`config.mk`:
```
export PLATFORM = sky130hd
export DESIGN_NAME = segwin_map
export DESIGN_NICKNAME = d
export VERILOG_FILES = /design/src/rtl/segwin_pkg.sv /design/src/rtl/segwin_fix.sv /design/src/rtl/segwin_overlap.sv /design/src/rtl/segwin_decode.sv /design/src/rtl/segwin_map.sv
export SDC_FILE = /design/constraint.sdc
export NUM_CORES = 1
export LEC_CHECK = 0
export ABC_AREA = 1
export BUFFER_PORTS_ARGS = -buffer_cell sky130_fd_sc_hd__buf_2
export CORE_MARGIN = 10
export CORE_UTILIZATION = 50
export DETAILED_ROUTE_END_ITERATION = 10
export GPL_TIMING_DRIVEN = 1
export PLACE_DENSITY = 0.76
export SYNTH_ARGS = -nofsm -noshare
export SYNTH_HDL_FRONTEND = slang
export SYNTH_SLANG_ARGS = --single-unit
```
`constraint.sdc`:
```
create_clock -name clk -period 15.16 [get_ports clk]
set_input_delay 3.032 -clock clk [delete_from_list [all_inputs] [get_ports clk]]
set_output_delay 3.032 -clock clk [all_outputs]
set_load 0.005 [all_outputs]
```
`src/rtl/segwin_pkg.sv`:
```
package segwin_pkg;
    localparam int UNIT_W     = 8;
    localparam int UNIT_SHIFT = 23;
    localparam int BUS_W      = 32;

    typedef logic [UNIT_W-1:0] unit_t;

    typedef struct packed {
        unit_t end_u;
        unit_t start_u;
    } seg_t;

    typedef enum logic {
        ST_IDLE  = 1'b0,
        ST_CHECK = 1'b1
    } wr_state_e;

    function automatic logic [BUS_W-1:0] seg_word(input seg_t s);
        return {s.end_u, s.start_u, {(BUS_W - 2*UNIT_W){1'b0}}};
    endfunction

    function automatic logic [BUS_W-1:0] unit_to_bytes(input unit_t u);
        return {{(BUS_W - UNIT_W - UNIT_SHIFT){1'b0}}, u, {UNIT_SHIFT{1'b0}}};
    endfunction
endpackage

```
`src/rtl/segwin_fix.sv`:
```
module segwin_fix
    import segwin_pkg::*;
#(
    parameter unit_t BASE_U        = 8'h40,
    parameter unit_t SPAN_U        = 8'h20,
    parameter bit    LOCK_LAST_END = 1'b1,
    parameter unit_t LAST_END      = 8'h50
) (
    input  seg_t raw,
    input  logic is_first,
    input  logic is_last,
    output seg_t fixed,
    output logic reject,
    output logic misalign
);
    localparam logic [UNIT_W:0] LIMIT_HI = {1'b0, BASE_U} + {1'b0, SPAN_U};

    unit_t size_u;

    always_comb begin
        fixed.start_u = is_first ? BASE_U : raw.start_u;
        fixed.end_u   = (LOCK_LAST_END && is_last) ? LAST_END : raw.end_u;
        reject = (fixed.end_u <= BASE_U) || ({1'b0, fixed.start_u} > LIMIT_HI);
        size_u = fixed.end_u - fixed.start_u;
        misalign = (size_u != '0) && ((fixed.start_u & (size_u - 8'd1)) != '0);
    end
endmodule

```
`src/rtl/segwin_overlap.sv`:
```
module segwin_overlap
    import segwin_pkg::*;
#(
    parameter int NUM_CS = 3,
    parameter int CS_W   = 2
) (
    input  seg_t [NUM_CS-1:0] segs,
    input  seg_t              cand,
    input  logic [CS_W-1:0]   cand_cs,
    output logic              overlap
);
    logic [NUM_CS-1:0] clash;

    for (genvar i = 0; i < NUM_CS; i++) begin : g_clash
        assign clash[i] = (CS_W'(i) != cand_cs)
                       && (cand.end_u > segs[i].start_u)
                       && (cand.start_u < segs[i].end_u);
    end

    assign overlap = |clash;
endmodule

```
`src/rtl/segwin_decode.sv`:
```
module segwin_decode
    import segwin_pkg::*;
#(
    parameter int NUM_CS = 3,
    parameter int CS_W   = 2
) (
    input  seg_t [NUM_CS-1:0] segs,
    input  logic [BUS_W-1:0]  dec_addr,
    output logic [NUM_CS-1:0] dec_hit,
    output logic [BUS_W-1:0]  dec_off,
    input  logic [CS_W-1:0]   acc_cs,
    input  logic [BUS_W-1:0]  acc_off,
    output logic [BUS_W-1:0]  acc_wrapped,
    output logic              acc_wrap_err
);
    localparam logic [CS_W-1:0] LAST_CS = CS_W'(NUM_CS - 1);

    logic [NUM_CS-1:0] raw_hit;
    logic [UNIT_W:0]   addr_u;
    seg_t              acc_seg;
    logic [BUS_W-1:0]  size_b;

    assign addr_u = dec_addr[BUS_W-1:UNIT_SHIFT];

    for (genvar i = 0; i < NUM_CS; i++) begin : g_hit
        assign raw_hit[i] = (addr_u >= {1'b0, segs[i].start_u})
                         && (addr_u <  {1'b0, segs[i].end_u});
    end

    // isolate lowest set bit: lowest chip select wins
    assign dec_hit = raw_hit & (~raw_hit + NUM_CS'(1));

    always_comb begin
        dec_off = '0;
        for (int i = 0; i < NUM_CS; i++) begin
            if (dec_hit[i]) dec_off = dec_addr - unit_to_bytes(segs[i].start_u);
        end
    end

    assign acc_seg      = (acc_cs <= LAST_CS) ? segs[acc_cs] : '0;
    assign size_b       = unit_to_bytes(acc_seg.end_u - acc_seg.start_u);
    assign acc_wrap_err = (acc_off >= size_b);
    assign acc_wrapped  = acc_wrap_err ? (acc_off & (size_b - 32'd1)) : acc_off;
endmodule

```
`src/rtl/segwin_map.sv`:
```
module segwin_map
    import segwin_pkg::*;
#(
    parameter int                     NUM_CS        = 3,
    parameter int                     CS_W          = (NUM_CS > 1) ? $clog2(NUM_CS) : 1,
    parameter unit_t                  BASE_U        = 8'h40,
    parameter unit_t                  SPAN_U        = 8'h20,
    parameter logic [NUM_CS*8-1:0]    RST_START     = {8'h4C, 8'h48, 8'h40},
    parameter logic [NUM_CS*8-1:0]    RST_END       = {8'h50, 8'h4C, 8'h48},
    parameter bit                     LOCK_LAST_END = 1'b1
) (
    input  logic              clk,
    input  logic              rst_n,
    input  logic              wr_en,
    input  logic [CS_W-1:0]   wr_cs,
    input  logic [31:0]       wr_data,
    output logic              wr_ready,
    input  logic [CS_W-1:0]   rd_cs,
    output logic [31:0]       rd_data,
    input  logic [31:0]       dec_addr,
    output logic [NUM_CS-1:0] dec_hit,
    output logic [31:0]       dec_off,
    input  logic [CS_W-1:0]   acc_cs,
    input  logic [31:0]       acc_off,
    output logic [31:0]       acc_wrapped,
    output logic              acc_wrap_err,
    output logic              err_reject,
    output logic              err_misalign,
    output logic              err_overlap
);
    localparam logic [CS_W-1:0] LAST_CS  = CS_W'(NUM_CS - 1);
    localparam unit_t           LAST_END = RST_END[(NUM_CS-1)*UNIT_W +: UNIT_W];

    seg_t [NUM_CS-1:0] segs;
    wr_state_e         state, state_nx;
    logic [CS_W-1:0]   pend_cs;
    seg_t              pend_raw;
    seg_t              fix_seg;
    logic              fix_reject, fix_misalign, fix_overlap;
    logic              wr_cs_ok, wr_take;
    logic [31:0]       cur_word;

    assign wr_cs_ok = (wr_cs <= LAST_CS);
    assign cur_word = wr_cs_ok ? seg_word(segs[wr_cs]) : 32'h0;
    assign wr_take  = wr_en && wr_cs_ok && (wr_data != cur_word);
    assign wr_ready = (state == ST_IDLE);
    assign rd_data  = (rd_cs <= LAST_CS) ? seg_word(segs[rd_cs]) : 32'h0;

    segwin_fix #(
        .BASE_U(BASE_U), .SPAN_U(SPAN_U),
        .LOCK_LAST_END(LOCK_LAST_END), .LAST_END(LAST_END)
    ) u_fix (
        .raw(pend_raw), .is_first(pend_cs == '0), .is_last(pend_cs == LAST_CS),
        .fixed(fix_seg), .reject(fix_reject), .misalign(fix_misalign)
    );

    segwin_overlap #(.NUM_CS(NUM_CS), .CS_W(CS_W)) u_ovl (
        .segs(segs), .cand(fix_seg), .cand_cs(pend_cs), .overlap(fix_overlap)
    );

    segwin_decode #(.NUM_CS(NUM_CS), .CS_W(CS_W)) u_dec (
        .segs(segs), .dec_addr(dec_addr), .dec_hit(dec_hit), .dec_off(dec_off),
        .acc_cs(acc_cs), .acc_off(acc_off),
        .acc_wrapped(acc_wrapped), .acc_wrap_err(acc_wrap_err)
    );

    // state register
    always_ff @(posedge clk) begin
        if (!rst_n) state <= ST_IDLE;
        else        state <= state_nx;
    end

    always_comb begin
        state_nx = ST_IDLE;
        unique case (state)
            ST_IDLE:  state_nx = wr_take ? ST_CHECK : ST_IDLE;
            ST_CHECK: state_nx = ST_IDLE;
            default:  state_nx = ST_IDLE;
        endcase
    end

    // registers and flags
    always_ff @(posedge clk) begin
        if (!rst_n) begin
            for (int i = 0; i < NUM_CS; i++) begin
                segs[i].start_u <= RST_START[i*UNIT_W +: UNIT_W];
                segs[i].end_u   <= RST_END[i*UNIT_W +: UNIT_W];
            end
            pend_cs      <= '0;
            pend_raw     <= '0;
            err_reject   <= 1'b0;
            err_misalign <= 1'b0;
            err_overlap  <= 1'b0;
        end else begin
            unique case (state)
                ST_IDLE: begin
                    if (wr_take) begin
                        pend_cs  <= wr_cs;
                        pend_raw <= wr_data[31:16];
                    end
                end
                ST_CHECK: begin
                    err_reject   <= fix_reject;
                    err_misalign <= !fix_reject && fix_misalign;
                    err_overlap  <= !fix_reject && fix_overlap;
                    if (!fix_reject) segs[pend_cs] <= fix_seg;
                end
                default: ;
            endcase
        end
    end

    // the check state lasts exactly one cycle
    a_r3_check_one_cycle: assert property (@(posedge clk) disable iff (!rst_n)
        !wr_ready |=> wr_ready);

    // registers only change when leaving the check state
    a_r3_hold_in_idle: assert property (@(posedge clk) disable iff (!rst_n)
        wr_ready |=> $stable(segs));

    // an unchanged value never enters the check state
    a_r2_equal_ignored: assert property (@(posedge clk) disable iff (!rst_n)
        (wr_ready && wr_en && wr_cs_ok && wr_data == rd_data && rd_cs == wr_cs)
        |=> wr_ready);

    // chip select 0 keeps the base start
    a_r4_cs0_base: assert property (@(posedge clk) disable iff (!rst_n)
        segs[0].start_u == BASE_U);

    // locked last end
    if (LOCK_LAST_END) begin : g_lock_chk
        a_r5_last_end: assert property (@(posedge clk) disable iff (!rst_n)
            segs[NUM_CS-1].end_u == LAST_END);
    end

    // a refused commit leaves the registers untouched
    a_r6_reject_holds: assert property (@(posedge clk) disable iff (!rst_n)
        ($past(!wr_ready) && err_reject) |-> $stable(segs));

    // at most one chip select hit
    a_r9_one_hit: assert property (@(posedge clk) disable iff (!rst_n)
        $onehot0(dec_hit));

    // in-range offset passes unchanged
    a_r10_pass_through: assert property (@(posedge clk) disable iff (!rst_n)
        !acc_wrap_err |-> (acc_wrapped == acc_off));
endmodule

```
==> impl_metrics.prom, run 1 <==
# TYPE chip_impl_metric gauge
chip_impl_metric{name="post_layout_util",unit="%"} 58.4
chip_impl_metric{name="die_w",unit="µm"} 148
chip_impl_metric{name="cts.sinks",unit=""} 70
chip_impl_metric{name="numCtsBuffers",unit=""} 9
chip_impl_metric{name="syn_inst",unit=""} 1270
chip_impl_metric{name="nFillCells",unit=""} 1620
chip_impl_metric{name="initialDrtViolationCount",unit=""} 865
chip_impl_metric{name="place.port_buffers",unit=""} 192
chip_impl_info{name="layout.cells.most_common",value="sky130_fd_sc_hd__nand2_1"} 1
chip_impl_info{name="timing.critical_path.to_type",value="output pin"} 1
chip_impl_metric{name="num_io_pins",unit=""} 209
chip_impl_metric{name="grt_start_max_net_pins",unit=""} 36
chip_impl_metric{name="routed_wirelength",unit="mm"} 29.2
chip_impl_metric{name="drc_errors",unit=""} 0
chip_impl_info{name="crit_path_start_kind",value="input pin"} 1
chip_impl_metric{name="timing.reg2reg.worst_path_depth",unit=""} 21
chip_impl_metric{name="initial_core_util",unit="%"} 51.5
chip_impl_metric{name="syn_to_final_growth",unit="%"} 13.5
chip_impl_metric{name="worst-r2r-setup-slack",unit="ns"} 12.03
chip_impl_metric{name="cts.htree.levels",unit=""} 3
chip_impl_info{name="worstSetupPathType",value="input pin to output pin"} 1
chip_impl_metric{name="fin_setup_tns",unit="ns"} 0
chip_impl_metric{name="antenna_found_initial",unit=""} 0
chip_impl_metric{name="power.static_leakage",unit="nW"} 4.93
chip_impl_metric{name="power_report.internal_total",unit="mW"} 0.391
chip_impl_info{name="cts-root-buf",value="sky130_fd_sc_hd__clkbuf_16"} 1
chip_impl_metric{name="place.gp.congestion",unit=""} 0.978
chip_impl_metric{name="p_comb_share",unit="%"} 36.0
chip_impl_metric{name="worstHoldPathCells",unit=""} 2
chip_impl_metric{name="synth_seq_area_share",unit="%"} 17.0
chip_impl_info{name="synth_top_area_cell",value="sky130_fd_sc_hd__dfxtp_1"} 1
chip_impl_metric{name="timing.critical_path.fanout_max",unit=""} 15
chip_impl_metric{name="cts.hold.buffers_added",unit=""} 0
chip_impl_metric{name="clock_latency",unit="ns"} 0.34
chip_impl_metric{name="drive_gt1_share",unit="%"} 18.9
chip_impl_metric{name="cts_buffer_depth",unit=""} 2
chip_impl_info{name="final_cell_mix",value="231 x sky130_fd_sc_hd__nand2_1, 192 x sky130_fd_sc_hd__buf_2, 166 x sky130_fd_sc_hd__inv_1"} 1
chip_impl_metric{name="postSynthRegisterBits",unit=""} 70
chip_impl_metric{name="antenna_violating_nets_post_route",unit=""} 0
chip_impl_info{name="worstHoldPathType",value="flip-flop to flip-flop"} 1
chip_impl_metric{name="final_hold_vio_count",unit=""} 0
chip_impl_metric{name="die_y",unit="µm"} 148
chip_impl_metric{name="net_switching_fraction_of_the_power",unit="%"} 36.7
chip_impl_info{name="rsz0062_at_grt",value="false"} 1
chip_impl_metric{name="clock-skew-final",unit="ns"} 0.00452
chip_impl_info{name="status",value="finished, final reports clean"} 1
chip_impl_metric{name="vdd_ir_drop_max",unit="mV"} 0.0648
chip_impl_metric{name="synth.cell_area",unit="mm²"} 0.00824
chip_impl_metric{name="required",unit="ns"} 12.13
chip_impl_metric{name="cts_post_setup_buffers_inserted",unit=""} 0
chip_impl_metric{name="first_pass_grt_wire_length",unit="mm"} 45.5
chip_impl_info{name="r2r_end",value="err_misalign$_SDFFE_PN0P_"} 1
chip_impl_info{name="worst_hold_path.endpoint",value="pend_raw[7]$_SDFFE_PN0P_"} 1
chip_impl_metric{name="clk_transition_reported_paths",unit="ns"} 0.06
chip_impl_info{name="synth_flop_cell",value="sky130_fd_sc_hd__dfxtp_1"} 1
chip_impl_info{name="synth_area_leaders",value="sky130_fd_sc_hd__dfxtp_1 17%, sky130_fd_sc_hd__ha_1 16%, sky130_fd_sc_hd__nand2_1 11%, sky130_fd_sc_hd__a21oi_1 8.0%, sky130_fd_sc_hd__inv_1 7.6%"} 1
chip_impl_metric{name="max-slew-margin-rel",unit="%"} 24.3
chip_impl_info{name="cts_tree",value="done"} 1
chip_impl_metric{name="detailedPlacementHpwl",unit="mm"} 23.6
chip_impl_metric{name="critPathArrivalTime",unit="ns"} 6.85
chip_impl_metric{name="synth.distinct_cells",unit=""} 53
chip_impl_info{name="r2r-start",value="pend_cs[1]$_SDFFE_PN0P_"} 1
chip_impl_metric{name="first_global_vias",unit=""} 8652
chip_impl_metric{name="antenna-diode-count",unit=""} 0
chip_impl_metric{name="detailroute.via_count",unit=""} 9068
chip_impl_metric{name="period_share",unit="%"} 65.2
chip_impl_metric{name="row_count",unit=""} 46
chip_impl_metric{name="max_slew.worst_pin.slew",unit="ns"} 1.13
chip_impl_metric{name="ys_async_sr_fraction",unit="%"} 0
chip_impl_metric{name="timing.final.setup_violations",unit=""} 0
chip_impl_metric{name="period_minus_slack",unit="ns"} 9.88
chip_impl_metric{name="clk_network_pwr_share",unit="%"} 32.5
chip_impl_metric{name="ys.warnings.count",unit=""} 0
chip_impl_metric{name="power_density",unit="mW/mm²"} 66.1
chip_impl_metric{name="syn_avg_cell_area",unit="µm²"} 6.48
chip_impl_metric{name="routed_wire_length_per_instance",unit="µm"} 17.9
chip_impl_metric{name="clock.fmax",unit="MHz"} 101
chip_impl_metric{name="timing.final.max_slew_violations",unit=""} 0
chip_impl_metric{name="floorplan.core_area",unit="mm²"} 0.0160
chip_impl_metric{name="overflow",unit=""} 0
chip_impl_metric{name="quantity_of_gates_resized_following_cts",unit=""} 0
chip_impl_metric{name="netlist.area_leader.share",unit="%"} 17.0
chip_impl_metric{name="avgViaCountPerCell",unit=""} 5.55
chip_impl_metric{name="switching_power",unit="mW"} 0.227
chip_impl_info{name="hp-start",value="pend_raw[7]$_SDFFE_PN0P_"} 1
chip_impl_metric{name="fin_nets",unit=""} 1630
chip_impl_metric{name="drt_pass1_iterations",unit=""} 5
chip_impl_metric{name="grt.total_usage",unit="%"} 25.5
chip_impl_metric{name="synth_edf_count",unit=""} 0
chip_impl_metric{name="die-area",unit="mm²"} 0.0220
chip_impl_metric{name="cap_violations",unit=""} 0
chip_impl_metric{name="sequential_power_share",unit="%"} 31.4
cells in the mapped netlist, types with 17 or more instances:
master                     count
sky130_fd_sc_hd__nand2_2      17
sky130_fd_sc_hd__xor2_1       23
sky130_fd_sc_hd__nand2_1     231
sky130_fd_sc_hd__o21ai_0      74
sky130_fd_sc_hd__a21oi_1     131
sky130_fd_sc_hd__buf_4        40
sky130_fd_sc_hd__o22ai_1      23
sky130_fd_sc_hd__nand4_1      21
sky130_fd_sc_hd__dfxtp_1      70
sky130_fd_sc_hd__ha_1        107
sky130_fd_sc_hd__nand3_1      81
sky130_fd_sc_hd__nor2_1      103
sky130_fd_sc_hd__clkbuf_1     22
sky130_fd_sc_hd__inv_1       166
worst max path at each step:
stage	cells past startpoint	slack, ns	to	start
floorplan	22	5.93	acc_wrapped[29]	acc_cs[0]
global placement	23	5.48	acc_wrapped[29]	acc_cs[1]
detailed placement	21	5.34	acc_wrapped[25]	acc_cs[1]
CTS	21	5.32	acc_wrapped[25]	acc_cs[1]
global route	23	4.80	acc_wrapped[29]	acc_cs[1]
finish	21	5.28	acc_wrapped[25]	acc_cs[1]
state kept, by name, indices dropped and copies added, names as in the netlist:
name / flops
err_misalign: 1
err_overlap: 1
segs: 48
state: 1
pend_raw: 16
err_reject: 1
pend_cs: 2
kinds of logic after synthesis:
group,count (synthesis),synth area share (%)
AO/OA/AOI/OAI,292,20.1
flip-flops,70,17.0
adder cells (fa/ha/maj),111,17.2
XOR/XNOR,36,3.83
buffers and inverters,247,13.4
other,1,0.0455
AND/OR/NAND/NOR,513,28.3
power groups by stage:
| stage | sequential (mW) | clock [mW] | combinational, mW |
|---|---|---|---|
| 3_3_place_gp | 0.198 | 0 | 0.216 |
| 5_1_grt | 0.194 | 0.207 | 0.253 |
| 6_report | 0.194 | 0.201 | 0.223 |
| 4_1_cts | 0.194 | 0.202 | 0.221 |
| 3_5_place_dp | 0.198 | 0 | 0.220 |
| 2_1_floorplan | 0.195 | 0 | 0.158 |
stage by stage:
| step | setup slack, ns | power [mW] | cells | cell area (µm²) | hold WS, ns |
|---|---|---|---|---|---|
| floorplan | 5.93 | 0.353 | 1285 | 8290 | 0.439 |
| global placement | 5.48 | 0.414 | 1619 | 9070 | 0.452 |
| detailed placement | 5.34 | 0.418 | 1619 | 9070 | 0.460 |
| CTS | 5.32 | 0.617 | 1634 | 9350 | 0.469 |
| global route | 4.80 | 0.654 | 1634 | 9350 | 0.502 |
| finish | 5.28 | 0.618 | 1634 | 9350 | 0.467 |
worst max-delay path, cell delays in order:
cell and delay, ns:
sky130_fd_sc_hd__buf_2 0.10, sky130_fd_sc_hd__inv_1 0.16, sky130_fd_sc_hd__nor2_1 0.46, sky130_fd_sc_hd__inv_1 0.21
sky130_fd_sc_hd__o22ai_1 0.21, sky130_fd_sc_hd__ha_1 0.30, sky130_fd_sc_hd__a21oi_1 0.14, sky130_fd_sc_hd__o21ai_0 0.14
sky130_fd_sc_hd__a21oi_1 0.16, sky130_fd_sc_hd__o21bai_1 0.10, sky130_fd_sc_hd__nand2_1 0.07, sky130_fd_sc_hd__nand2_1 0.04
sky130_fd_sc_hd__a21oi_1 0.14, sky130_fd_sc_hd__xor2_1 0.28, sky130_fd_sc_hd__ha_1 0.30, sky130_fd_sc_hd__nand4_1 0.14
sky130_fd_sc_hd__nor3_1 0.07, sky130_fd_sc_hd__nor3_1 0.16, sky130_fd_sc_hd__nand2_1 0.21, sky130_fd_sc_hd__a21boi_0 0.25
sky130_fd_sc_hd__buf_2 0.15
per-layer routing:
layer	GRT usage (%)	up-vias	wire length, µm
met1	31.1	4013	12100
met2	42.4	494	13000
met3	5.10	67	2990
met4	11.1	0	1100
met5	0	-	0
li1	-	4494	-
area by class of cell:
type                       count  area (µm²)  area share, %
clock inverter                 4        22.5          0.241
timing repair buffer         193         968           10.4
inverter                     172         646           6.91
multi-input combinational    968        5790           61.9
tap                          216         270           2.89
clock buffer                  11         253           2.70
sequential                    70        1400           15.0
(Power assumes the default switching activity.)
==> run 2: changes to the inputs <==
--- a/config.mk
+++ b/config.mk
@@ -5,7 +5,7 @@
 export SDC_FILE = /design/constraint.sdc
 export NUM_CORES = 1
 export LEC_CHECK = 0
-export ABC_AREA = 1
+export ABC_AREA = 0
 export BUFFER_PORTS_ARGS = -buffer_cell sky130_fd_sc_hd__buf_2
 export CORE_MARGIN = 10
 export CORE_UTILIZATION = 50
==> constraint.sdc (replaced) <==
create_clock -name clk -period 9.6 [get_ports clk]
set_input_delay 1.92 -clock clk [delete_from_list [all_inputs] [get_ports clk]]
set_output_delay 1.92 -clock clk [all_outputs]
set_load 0.005 [all_outputs]
==> impl_metrics.prom, run 2 <==
# TYPE chip_impl_metric gauge
chip_impl_info{name="worst_path_max_delay_cell",value="sky130_fd_sc_hd__nor2b_1"} 1
chip_impl_info{name="rsz0062_at_grt",value="false"} 1
chip_impl_metric{name="synth.distinct_cells",unit=""} 70
chip_impl_metric{name="cts.htree.levels",unit=""} 3
chip_impl_metric{name="syn_inst",unit=""} 1108
chip_impl_metric{name="first_pass_grt_wire_length",unit="mm"} 44.0
chip_impl_info{name="synth_flop_cell",value="sky130_fd_sc_hd__dfxtp_1"} 1
chip_impl_metric{name="die_y",unit="µm"} 150
chip_impl_metric{name="num_io_pins",unit=""} 209
chip_impl_metric{name="overflow",unit=""} 0
chip_impl_metric{name="synth.cell_area",unit="mm²"} 0.00842
chip_impl_info{name="worstHoldPathType",value="flip-flop to flip-flop"} 1
chip_impl_metric{name="initial_core_util",unit="%"} 51.0
chip_impl_metric{name="period_share",unit="%"} 85.7
chip_impl_metric{name="critPathArrivalTime",unit="ns"} 6.30
chip_impl_metric{name="detailedPlacementHpwl",unit="mm"} 23.0
chip_impl_metric{name="antenna-diode-count",unit=""} 0
chip_impl_info{name="yosys.cell_count.top_type",value="sky130_fd_sc_hd__ha_1"} 1
chip_impl_info{name="crit_path_start_kind",value="input pin"} 1
chip_impl_metric{name="cts_post_setup_buffers_inserted",unit=""} 0
chip_impl_info{name="path_cells",value="buf_2, nor2b_1, nand2_1, o21ai_0, inv_1, fa_1, nor2b_1, o21ai_0, nand2b_1, a21o_1, a21oi_1, xnor2_1, inv_1, ha_1, a21o_1, a211o_1, a41oi_1, buf_4, mux2_2, buf_2"} 1
chip_impl_metric{name="dp.cells",unit=""} 1447
chip_impl_metric{name="fin_setup_tns",unit="ns"} 0
chip_impl_metric{name="routed_wire_length_per_instance",unit="µm"} 19.8
chip_impl_metric{name="ys_async_sr_fraction",unit="%"} 0
chip_impl_metric{name="timing.final.setup_violations",unit=""} 0
chip_impl_metric{name="required",unit="ns"} 7.68
chip_impl_metric{name="grt_start_max_net_pins",unit=""} 42
chip_impl_metric{name="drive_gt1_share",unit="%"} 18.3
chip_impl_metric{name="quantity_of_gates_resized_following_cts",unit=""} 0
chip_impl_metric{name="initialDrtViolationCount",unit=""} 796
chip_impl_metric{name="post_layout_util",unit="%"} 57.6
chip_impl_metric{name="finish.instance_area",unit="mm²"} 0.00951
chip_impl_metric{name="cts_buffer_depth",unit=""} 2
chip_impl_metric{name="fin_nets",unit=""} 1454
chip_impl_metric{name="clk_transition_reported_paths",unit="ns"} 0.06
chip_impl_info{name="worstSetupPathType",value="input pin to output pin"} 1
chip_impl_metric{name="critical_path.n_buffers_inverters",unit=""} 5
chip_impl_metric{name="synth_seq_area_share",unit="%"} 16.6
chip_impl_info{name="layout.cells.most_common",value="sky130_fd_sc_hd__buf_2"} 1
chip_impl_metric{name="drc_errors",unit=""} 0
chip_impl_metric{name="ys.warnings.count",unit=""} 0
chip_impl_metric{name="critical-path-max-stage-delay",unit="ns"} 0.78
chip_impl_metric{name="drt_pass1_iterations",unit=""} 5
chip_impl_metric{name="detailroute.via_count",unit=""} 8672
chip_impl_metric{name="number_of_flip_flops_under_the_largest_register_name",unit=""} 48
chip_impl_info{name="status",value="finished, final reports clean"} 1
chip_impl_metric{name="netlist.area_leader.share",unit="%"} 16.6
chip_impl_metric{name="clock-skew-final",unit="ns"} 0.00718
chip_impl_info{name="critPathTopFamily",value="simple AND/OR/NAND/NOR gates"} 1
chip_impl_metric{name="power.static_leakage",unit="nW"} 4.60
chip_impl_metric{name="timing.critical_path.fanout_max",unit=""} 16
chip_impl_info{name="final_cell_mix",value="192 x sky130_fd_sc_hd__buf_2, 107 x sky130_fd_sc_hd__ha_1, 105 x sky130_fd_sc_hd__nand2_1"} 1
chip_impl_metric{name="syn_to_final_growth",unit="%"} 12.9
chip_impl_metric{name="detailedPlace.worstSlack",unit="ns"} 1.43
chip_impl_metric{name="syn_avg_cell_area",unit="µm²"} 7.60
chip_impl_metric{name="antenna_found_initial",unit=""} 0
chip_impl_info{name="cts_tree",value="done"} 1
chip_impl_metric{name="timing.final.ws_setup",unit="ns"} 1.38
chip_impl_metric{name="nFillCells",unit=""} 1587
chip_impl_info{name="timing.critical_path.to_type",value="output pin"} 1
chip_impl_metric{name="die-area",unit="mm²"} 0.0224
chip_impl_metric{name="avgViaCountPerCell",unit=""} 5.93
chip_impl_metric{name="place.gp.congestion",unit=""} 0.949
chip_impl_metric{name="timing.final.max_slew_violations",unit=""} 0
chip_impl_metric{name="cts.sinks",unit=""} 70
chip_impl_metric{name="clock.fmax",unit="MHz"} 122
chip_impl_metric{name="row_count",unit=""} 47
chip_impl_metric{name="antenna_violating_nets_post_route",unit=""} 0
chip_impl_metric{name="dpl_cell_area",unit="mm²"} 0.00920
chip_impl_metric{name="numCtsBuffers",unit=""} 9
chip_impl_info{name="largestRegisters",value="segs (48), pend_raw (16), pend_cs (2)"} 1
chip_impl_info{name="synth_area_leaders",value="sky130_fd_sc_hd__dfxtp_1 17%, sky130_fd_sc_hd__ha_1 16%, sky130_fd_sc_hd__mux2i_1 8.8%, sky130_fd_sc_hd__nand2_1 4.7%, sky130_fd_sc_hd__o21ai_0 4.5%"} 1
chip_impl_metric{name="cap_violations",unit=""} 0
chip_impl_metric{name="max_slew.worst_pin.slew",unit="ns"} 1.42
chip_impl_metric{name="synth_edf_count",unit=""} 0
chip_impl_metric{name="final_hold_vio_count",unit=""} 0
chip_impl_info{name="yosys-top-cells-count",value="107 x sky130_fd_sc_hd__ha_1, 105 x sky130_fd_sc_hd__nand2_1, 79 x sky130_fd_sc_hd__inv_1, 76 x sky130_fd_sc_hd__nor2_1, 76 x sky130_fd_sc_hd__o21ai_0"} 1
chip_impl_info{name="synth_top_area_cell",value="sky130_fd_sc_hd__dfxtp_1"} 1
chip_impl_metric{name="grt.total_usage",unit="%"} 24.4
chip_impl_info{name="registers.top_by_ff_count",value="segs"} 1
chip_impl_metric{name="period_minus_slack",unit="ns"} 8.22
chip_impl_metric{name="max-slew-margin-rel",unit="%"} 5.21
chip_impl_metric{name="layoutNonFillerInstCount",unit=""} 1463
chip_impl_metric{name="postSynthRegisterBits",unit=""} 70
chip_impl_info{name="cts-root-buf",value="sky130_fd_sc_hd__clkbuf_16"} 1
chip_impl_metric{name="clock_latency",unit="ns"} 0.34
chip_impl_metric{name="routed_wirelength",unit="mm"} 28.9
chip_impl_metric{name="die_w",unit="µm"} 150
chip_impl_metric{name="cts.hold.buffers_added",unit=""} 0
chip_impl_metric{name="vdd_ir_drop_max",unit="mV"} 0.106
chip_impl_metric{name="power_density",unit="mW/mm²"} 106
chip_impl_metric{name="place.port_buffers",unit=""} 192
chip_impl_metric{name="floorplan.core_area",unit="mm²"} 0.0165
chip_impl_metric{name="first_global_vias",unit=""} 8166
==> run 2: final timing paths <==
kind	from	to	slack [ns]	cells after the start
worst max-delay path	acc_cs[0]	acc_wrapped[23]	1.38	20
worst min-delay path	err_reject$_SDFFE_PN0P_	err_reject$_SDFFE_PN0P_	0.51	2
worst max register to register	pend_cs[0]$_SDFFE_PN0P_	err_misalign$_SDFFE_PN0P_	5.73	13
worst min register to register	err_reject$_SDFFE_PN0P_	err_reject$_SDFFE_PN0P_	0.51	2
==> run 2: cell type report <==
class	instances	area, µm²	area share, %
Inverter	79	297	3.12
Tap cell	220	275	2.89
Timing Repair Buffer	196	991	10.4
Clock inverter	5	57.6	0.605
Sequential cell	70	1400	14.7
Multi-Input combinational cell	882	6240	65.6
Clock buffer	11	253	2.66
==> run 2: layer usage <==
metal	part of all wire, %	vias to the layer above	routed length, µm	track usage, %
met2	46	479	13400	40.1
li1	-	4129	-	-
met4	3.6	0	1030	8.65
met3	11	84	3090	6.40
met5	0	-	0	0
met1	40	3980	11400	30.2
==> run 2: tightest hold or removal path, delay by kind of cell (launching register included) <==
family / cells / cell delay [ns]
AOI/OAI and AO/OA: 1 / 0.07
and+or+nand+nor: 1 / 0.08
DFF: 1 / 0.32
==> run 2: through the flow <==
step,total power [mW],hold slack [ns]
global route,1.06,0.549
detailed placement,0.659,0.491
floorplan,0.561,0.463
CTS,1.00,0.513
global placement,0.652,0.485
finish,1.01,0.509
==> run 2: kinds of logic after synthesis <==
kind of cell | count (synthesis) | share of synthesized area [%]
XOR/XNOR | 54 | 5.79
flip-flops | 70 | 16.6
AND/OR/NAND/NOR | 355 | 20.7
other | 1 | 0.0445
AO/OA/AOI/OAI | 271 | 21.0
adder cells (fa/ha/maj) | 111 | 16.8
multiplexers | 75 | 8.93
buffers and inverters | 171 | 10.0
==> run 2: power breakdown <==
part	internal (mW)	switching, mW
clock	0.215	0.134
combinational	0.155	0.191
sequential	0.297	0.0156
total	0.666	0.340
